[config.mk]
export PLATFORM = sky130hd
export DESIGN_NAME = ckptPowerCtrl
export DESIGN_NICKNAME = d
export VERILOG_FILES = /design/src/rtl/ckptPkg.sv /design/src/rtl/ckptDatapath.sv /design/src/rtl/ckptSequencer.sv /design/src/rtl/ckptPowerCtrl.sv
export SDC_FILE = /design/constraint.sdc
export NUM_CORES = 1
export LEC_CHECK = 0
export BUFFER_PORTS_ARGS = -buffer_cell sky130_fd_sc_hd__buf_2
export CORE_MARGIN = 10
export CORE_UTILIZATION = 36
export CTS_BUF_LIST = sky130_fd_sc_hd__clkbuf_4 sky130_fd_sc_hd__clkbuf_8
export DETAILED_ROUTE_END_ITERATION = 7
export PLACE_DENSITY = 0.94
export SKIP_CTS_REPAIR_TIMING = 1
export SYNTH_ARGS = -nofsm -noshare
export SYNTH_HDL_FRONTEND = slang
export SYNTH_SLANG_ARGS = --single-unit
[constraint.sdc]
create_clock -name clk -period 3.22 [get_ports clk]
set_input_delay 0.161 -clock clk [delete_from_list [all_inputs] [get_ports clk]]
set_output_delay 0.161 -clock clk [all_outputs]
set_load 0.03 [all_outputs]
[src/rtl/ckptPkg.sv]
package ckptPkg;

  typedef enum logic [1:0] {
    MODE_OFF     = 2'd0,
    MODE_RESTORE = 2'd1,
    MODE_RUN     = 2'd2,
    MODE_BACKUP  = 2'd3
  } pwrMode_t;

  // strobes from the sequencer to the copy datapath
  typedef struct packed {
    logic idxClr;
    logic idxInc;
    logic saveActive;
    logic loadActive;
  } dpStrobe_t;

endpackage

[src/rtl/ckptDatapath.sv]
module ckptDatapath
  import ckptPkg::*;
#(
  parameter int WORDS  = 8,
  parameter int DATA_W = 16,
  parameter int IDX_W  = 3
) (
  input  logic              clk,
  input  logic              rstN,
  input  dpStrobe_t         strobe,
  output logic              lastWord,
  output logic [IDX_W-1:0]  volAddr,
  input  logic [DATA_W-1:0] volRdData,
  output logic              volWr,
  output logic [DATA_W-1:0] volWrData,
  output logic [IDX_W-1:0]  nvAddr,
  output logic              nvWr,
  output logic [DATA_W-1:0] nvWrData,
  output logic              nvRd,
  input  logic [DATA_W-1:0] nvRdData,
  input  logic              nvDone
);

  localparam logic [IDX_W-1:0] LAST_IDX = IDX_W'(WORDS - 1);

  logic [IDX_W-1:0] wordIdx;

  always_ff @(posedge clk) begin
    if (!rstN) begin
      wordIdx <= '0;
    end else if (strobe.idxClr) begin
      wordIdx <= '0;
    end else if (strobe.idxInc) begin
      wordIdx <= wordIdx + 1'b1;
    end
  end

  always_comb begin
    lastWord  = (wordIdx == LAST_IDX);
    volAddr   = wordIdx;
    nvAddr    = wordIdx;
    // backup path: volatile word streams straight into the storage port
    nvWr      = strobe.saveActive;
    nvWrData  = volRdData;
    // restore path: read data lands in volatile state on completion
    nvRd      = strobe.loadActive;
    volWr     = strobe.loadActive & nvDone;
    volWrData = nvRdData;
  end

endmodule

[src/rtl/ckptSequencer.sv]
module ckptSequencer
  import ckptPkg::*;
(
  input  logic      clk,
  input  logic      rstN,
  input  logic      supplyGood,
  input  logic      supplyWarn,
  input  logic      pdReq,
  input  logic      nvDone,
  input  logic      lastWord,
  output dpStrobe_t strobe,
  output pwrMode_t  modeQ,
  output logic      coreRun,
  output logic      ckptValid,
  output logic      coldBoot
);

  pwrMode_t modeD;
  logic     seenLowQ, seenLowD;
  logic     validD, coldD;
  logic     wakeUp;

  assign wakeUp = supplyGood & seenLowQ;

  always_comb begin
    modeD    = modeQ;
    seenLowD = seenLowQ;
    validD   = ckptValid;
    coldD    = 1'b0;
    strobe   = '0;
    unique case (modeQ)
      MODE_OFF: begin
        if (!supplyGood) begin
          seenLowD = 1'b1;
        end else if (wakeUp) begin
          seenLowD = 1'b0;
          if (ckptValid) begin
            modeD         = MODE_RESTORE;
            strobe.idxClr = 1'b1;
          end else begin
            modeD = MODE_RUN;
            coldD = 1'b1;
          end
        end
      end
      MODE_RESTORE: begin
        strobe.loadActive = 1'b1;
        if (!supplyGood) begin
          modeD    = MODE_OFF;
          seenLowD = 1'b1;
        end else if (nvDone) begin
          if (lastWord) modeD = MODE_RUN;
          else          strobe.idxInc = 1'b1;
        end
      end
      MODE_RUN: begin
        if (pdReq || supplyWarn) begin
          modeD         = MODE_BACKUP;
          validD        = 1'b0;
          strobe.idxClr = 1'b1;
        end
      end
      MODE_BACKUP: begin
        strobe.saveActive = 1'b1;
        if (!supplyGood) begin
          modeD    = MODE_OFF;
          seenLowD = 1'b1;
        end else if (nvDone) begin
          if (lastWord) begin
            modeD  = MODE_OFF;
            validD = 1'b1;
          end else begin
            strobe.idxInc = 1'b1;
          end
        end
      end
      default: modeD = MODE_OFF;
    endcase
  end

  always_ff @(posedge clk) begin
    if (!rstN) begin
      modeQ     <= MODE_OFF;
      seenLowQ  <= 1'b1;
      ckptValid <= 1'b0;
      coldBoot  <= 1'b0;
    end else begin
      modeQ     <= modeD;
      seenLowQ  <= seenLowD;
      ckptValid <= validD;
      coldBoot  <= coldD;
    end
  end

  assign coreRun = (modeQ == MODE_RUN);

endmodule

[src/rtl/ckptPowerCtrl.sv]
module ckptPowerCtrl
  import ckptPkg::*;
#(
  parameter int WORDS  = 8,
  parameter int DATA_W = 16,
  parameter int IDX_W  = (WORDS > 1) ? $clog2(WORDS) : 1
) (
  input  logic              clk,
  input  logic              rstN,
  input  logic              supplyGood,
  input  logic              supplyWarn,
  input  logic              pdReq,
  output logic [IDX_W-1:0]  volAddr,
  input  logic [DATA_W-1:0] volRdData,
  output logic              volWr,
  output logic [DATA_W-1:0] volWrData,
  output logic [IDX_W-1:0]  nvAddr,
  output logic              nvWr,
  output logic [DATA_W-1:0] nvWrData,
  output logic              nvRd,
  input  logic [DATA_W-1:0] nvRdData,
  input  logic              nvDone,
  output logic [1:0]        mode,
  output logic              coreRun,
  output logic              ckptValid,
  output logic              coldBoot
);

  dpStrobe_t strobe;
  pwrMode_t  modeQ;
  logic      lastWord;

  ckptSequencer u_seq (
    .clk(clk), .rstN(rstN), .supplyGood(supplyGood), .supplyWarn(supplyWarn),
    .pdReq(pdReq), .nvDone(nvDone), .lastWord(lastWord), .strobe(strobe),
    .modeQ(modeQ), .coreRun(coreRun), .ckptValid(ckptValid), .coldBoot(coldBoot)
  );

  ckptDatapath #(.WORDS(WORDS), .DATA_W(DATA_W), .IDX_W(IDX_W)) u_dp (
    .clk(clk), .rstN(rstN), .strobe(strobe), .lastWord(lastWord),
    .volAddr(volAddr), .volRdData(volRdData), .volWr(volWr), .volWrData(volWrData),
    .nvAddr(nvAddr), .nvWr(nvWr), .nvWrData(nvWrData), .nvRd(nvRd),
    .nvRdData(nvRdData), .nvDone(nvDone)
  );

  assign mode = modeQ;

endmodule

### Word level (Yosys, flattened, before mapping)

Cells that the tools add are included.
W data, S select, Z words.

| cells by class | value |
|---|---|
| add/sub/neg operators | 1 |
| $mul | 0 |
| divide/modulo/power cells | 0 |
| order comparisons | 0 |
| equal/unequal tests | 16 |
| shift operators | 0 |
| multiplexer cells | 32 |
| bitwise logic cells | 3 |
| reduce and logical (&&, ||, !) cells | 10 |

Operators by type and width:

| kind | count |
|---|---|
| $mux W2 | 10 |
| $mux W1 | 18 |
| $ne A3 B3 Y1 const B | 4 |
| $ne A2 B2 Y1 const B | 5 |
| $pmux W2 S4 | 1 |
| $reduce_and A7 Y1 | 1 |
| $pmux W1 S2 | 3 |
| $reduce_and A5 Y1 | 1 |
| $eq A2 B2 Y1 const B | 2 |
| $ne A2 B1 Y1 const B | 2 |
| $reduce_and A4 Y1 | 1 |
| $reduce_bool A2 Y1 | 2 |
| $reduce_or A2 Y1 | 2 |
| $add A3 B1 Y3 const B | 1 |
| $eq A3 B3 Y1 const B | 1 |
| $ne A3 B2 Y1 const B | 1 |
| $reduce_and A3 Y1 | 1 |
| $and A1 B1 Y1 | 2 |
| $eq A2 B1 Y1 const B | 1 |
| $logic_not A2 Y1 | 1 |
| $logic_or A1 B1 Y1 | 1 |
| $not A1 Y1 | 1 |

| storage, ports and cells | value |
|---|---|
| register bits after elaboration | 8 |
| bits in latches | 0 |
| RAM bits | 0 |
| memory bits (read-only) | 0 |
| output and inout port bits | 46 |
| memories | 0 |

### Longest topological paths before layout

| logic depth | value |
|---|---|
| word-level depth | 5 |
| depth in mapped cells | 5 |
| mapped depth without buffers | 5 |

### Modules after synthesis

A second synthesis with hierarchy kept.

| second synthesis, totals | value |
|---|---|
| cell total of the unflattened synthesis | 86 |
| area total of the unflattened synthesis | 715.7 µm² |

By module, submodules not included:

| module | times used | cells each | area each (µm²) |
|---|---|---|---|
| ckptDatapath | 1 | 50 | 415.4 |
| ckptSequencer | 1 | 36 | 300.3 |

### Least setup slack after synthesis

No wires, ideal clock.

| timing path | value |
|---|---|
| path type | flip-flop to flip-flop |
| start point | register u_dp.wordIdx[0], in the netlist u_dp.nvAddr[0] |
| end point | register u_dp.wordIdx[0], in the netlist u_dp.nvAddr[0] |
| arrival | 1469 ps |
| slack | 1679 ps |
| cell stages (with the launch flop) | 6 |
| path buffers | 0 |
| period minus slack after synthesis | 1541 ps |
| cell sequence | dfxtp_1 > ha_1 > ha_1 > nand4b_2 > xor2_1 > nor3b_2 |

| between the ends | value |
|---|---|
| longest elaborated chain between the ends | 5 |
| elaborated cells between the ends (all ways) | 6 |
| those cells by class | add/sub: 1; eq/ne: 1; mux: 4 |

Ends and longest elaborated chain:

| element | RTL line | RTL |
|---|---|---|
| start: declaration | ckptDatapath.sv:26 | `logic [IDX_W-1:0] wordIdx;` |
| start signal: assignment | ckptDatapath.sv:34 | `wordIdx <= wordIdx + 1'b1;` |
| $eq A3 B3 Y1 | ckptDatapath.sv:39 | `lastWord = (wordIdx == LAST_IDX);` |
| $mux W1 | ckptSequencer.sv:52, ckptSequencer.sv:69 |  |
| $mux W1 | ckptSequencer.sv:68 | `end else if (nvDone) begin` |
| $mux W1 | ckptSequencer.sv:65 | `if (!supplyGood) begin` |
| $mux W1 | n/a |  |

Several ways; a longest one is shown, not always the timed one.
A chain may end at the register's enable or synchronous reset.

### Worst setup path after layout

Same ends and word-level chain as after synthesis.

==> flow_metrics.tcl <==
set metrics [dict create \
    yosysWarnings 0 \
    syn_avg_cell_area_um2 8.81 \
    fmax_mhz 692 \
    wirelength_um 1490 \
    layout-drive-gt1-share 0.455 \
    dieArea_mm2 0.00409 \
    ir_drop_v 0.000125 \
    hpwl_um 1260 \
    holdWs_ns 0.173 \
    grt_pass1_vias 451 \
    end_kind "flop" \
    relSlewSlack 0.806 \
    crit_path_max_incr_delay_ns 0.34 \
    clockBufferDepth 2 \
    dr.pass1.iters 3 \
    rsz0062_at_grt "no" \
    antennaDiodeCount 0 \
    rr_startpoint "u_dp.nvAddr[0]" \
    port_buffers 19 \
    syn_area_um2 696 \
    leakage_uw 0.000310 \
    die_height_um 64.0 \
    path_common_cell "ha_1" \
    drv_slew 0 \
    yosysUniqueCellTypes 26 \
    skew_ns 0.00123 \
    slowest_stage "dfxtp_1" \
    syn_nets 119 \
    pre_cts_ws_ns 1.77 \
    coreArea_mm2 0.00178 \
    wl_per_cell_um 16.4 \
    hold_violations 0 \
    synth_top_area_cell "buf_4" \
    htree_levels 1 \
    arrival_ns 1.63 \
    critPathLaunchType "flop" \
    worstMarginPinSlew_ns 0.290 \
    cts-root-buf "clkbuf_4" \
    period_share 0.449 \
    placement_rows 15 \
    fin_area_um2 582 \
    critPathLaunch "u_dp.nvAddr[0]" \
    layout.nets 108 \
    setup-tns-final_ns 0 \
    power.density_mw_per_mm2 425 \
    initial_core_util 0.390 \
    min_path_type "input pin to flop" \
    worstPathMaxFanout 4 \
    overflow 0 \
    fin_ws_ns 1.78 \
    place_area_um2 559 \
    synth_area_leaders "buf_4 38%, dfxtp_1 23%, ha_1 3.6%" \
    cts_buffers 3 \
    grt_pass1_wl_um 2300 \
    ios 84 \
    vias 445 \
    min_from "rstN" \
    vias_per_cell 4.89 \
    ys_seq_area_frac 0.230 \
    clk_pin_slew_ns 0.05 \
    place_congestion 0.684 \
    grt_max_degree 10 \
    synth-seq-cells 8 \
    finalSetupViolations 0 \
    period_minus_slack_ns 1.44 \
    insertion_delay_ns 0.25 \
    crit_required_ns 3.41 \
    cts.sinks 8 \
    synthCells 79 \
    nFillCells 186 \
    critical_path.cell_chain "ha_1 -> ha_1 -> nand4b_2 -> xor2_1 -> nor3b_2" \
    antenna_left 0 \
    netlist.area_leader.share 0.378 \
    die_w_um 64.0 \
    drt-initial-drc-count 2 \
    drc_errors 0 \
    status "finished, final reports clean" \
    antenna_found_initial 0 \
    crit_type "flop to flop" \
    max_cap_violations 0 \
    cts_tree "done" \
    areaGrowthSynthToFinish_pct -16.4 \
    globalRouteTotalUtil 0.0741 \
]
## metal layers
layer / global-route usage / up-vias / routed length (um)
met5: 0 / - / 0
met4: 0.0656 / 0 / 21
met3: 0.0784 / 8 / 313
met2: 0.114 / 41 / 746
met1: 0.0489 / 191 / 410
li1: - / 205 / -
## final timing paths
| check | endpoint | slack [ns] | cells after the start |
|---|---|---|---|
| max | u_dp.nvAddr[0] | 1.78 | 5 |
| min | u_seq.seenLowQ | 0.17 | 2 |
| max reg2reg | u_dp.nvAddr[0] | 1.78 | 5 |
| min reg2reg | u_seq.ckptValid | 0.52 | 2 |
## stage by stage
| step | cells | util | total power (uW) |
|---|---|---|---|
| finish | 91 | 0.326 | 247 |
| floorplan | 79 | - | 228 |
| global route | 91 | 0.326 | 268 |
| detailed placement | 88 | 0.314 | 172 |
| global placement | 88 | 0.314 | 171 |
| CTS | 91 | 0.326 | 256 |
## where the power goes
part	total (uW)	switching (uW)	internal, uW
clock	78.2	35.5	42.7
sequential	112	7.52	105
combinational	56.7	36.3	20.4
## cells in the mapped netlist
master and number:
nor3b_1 3, ha_1 2, nor2_1 1, o21a_1 1, o22ai_1 1, nand4b_2 1, a31oi_1 1, o2bb2ai_2 1
and4b_1 1, a21oi_1 2, and2_1 2, buf_4 35, nand2_1 3, o21ai_0 2, nand2b_2 1, a21boi_1 1
and2b_2 1, inv_1 3, nor3b_2 2, and2_2 1, or3_1 1, dfxtp_1 8, a21boi_0 1, xor2_1 1
nand2_2 1, mux2i_1 2
## area by class of cell
class	instances	area (um2)	share of cell area
clock buffers	3	22.5	0.0387
inverters	3	11.3	0.0194
multi-input cells	33	262	0.449
flip-flops and latches	8	160	0.275
well taps	25	31.3	0.0538
repair buffers	19	95.1	0.163
## kinds of logic (layout without fill, tap and decap cells)
logic type                 after synthesis  count (layout)  share of synthesized area
DFF                                      8               8                      0.230
adders and majority gates                2               2                     0.0360
muxes                                    2               2                     0.0288
AOI/OAI and AO/OA                       10              10                      0.101
and+or+nand+nor                         18              18                      0.198
xor gates and xnor gates                 1               1                     0.0126
buffers and inverters                   38              25                      0.394
## state kept, by name (all words and copies together) (netlist names)
signal,flops
u_dp.nvAddr,3
u_seq.modeQ,2
u_seq.ckptValid,1
u_seq.coldBoot,1
u_seq.seenLowQ,1
## worst max-delay path: cells and delay by family (launching register included)
kind	cells	cell delay (ns)
XOR/XNOR	1	0.19
adder cells (fa/ha/maj)	2	0.42
flip-flops	1	0.34
AND/OR/NAND/NOR	2	0.43
## cell usage in the layout (no fill, tap or decap), drive strengths merged, types with 2 or more instances in the layout
master  count
buf        19
dfxtp       8
nor3b       5
nand2       4
inv         3
clkbuf      3
and2        3
a21oi       2
mux2i       2
o21ai       2
ha          2
a21boi      2
Power figures use the tool's default switching activity.
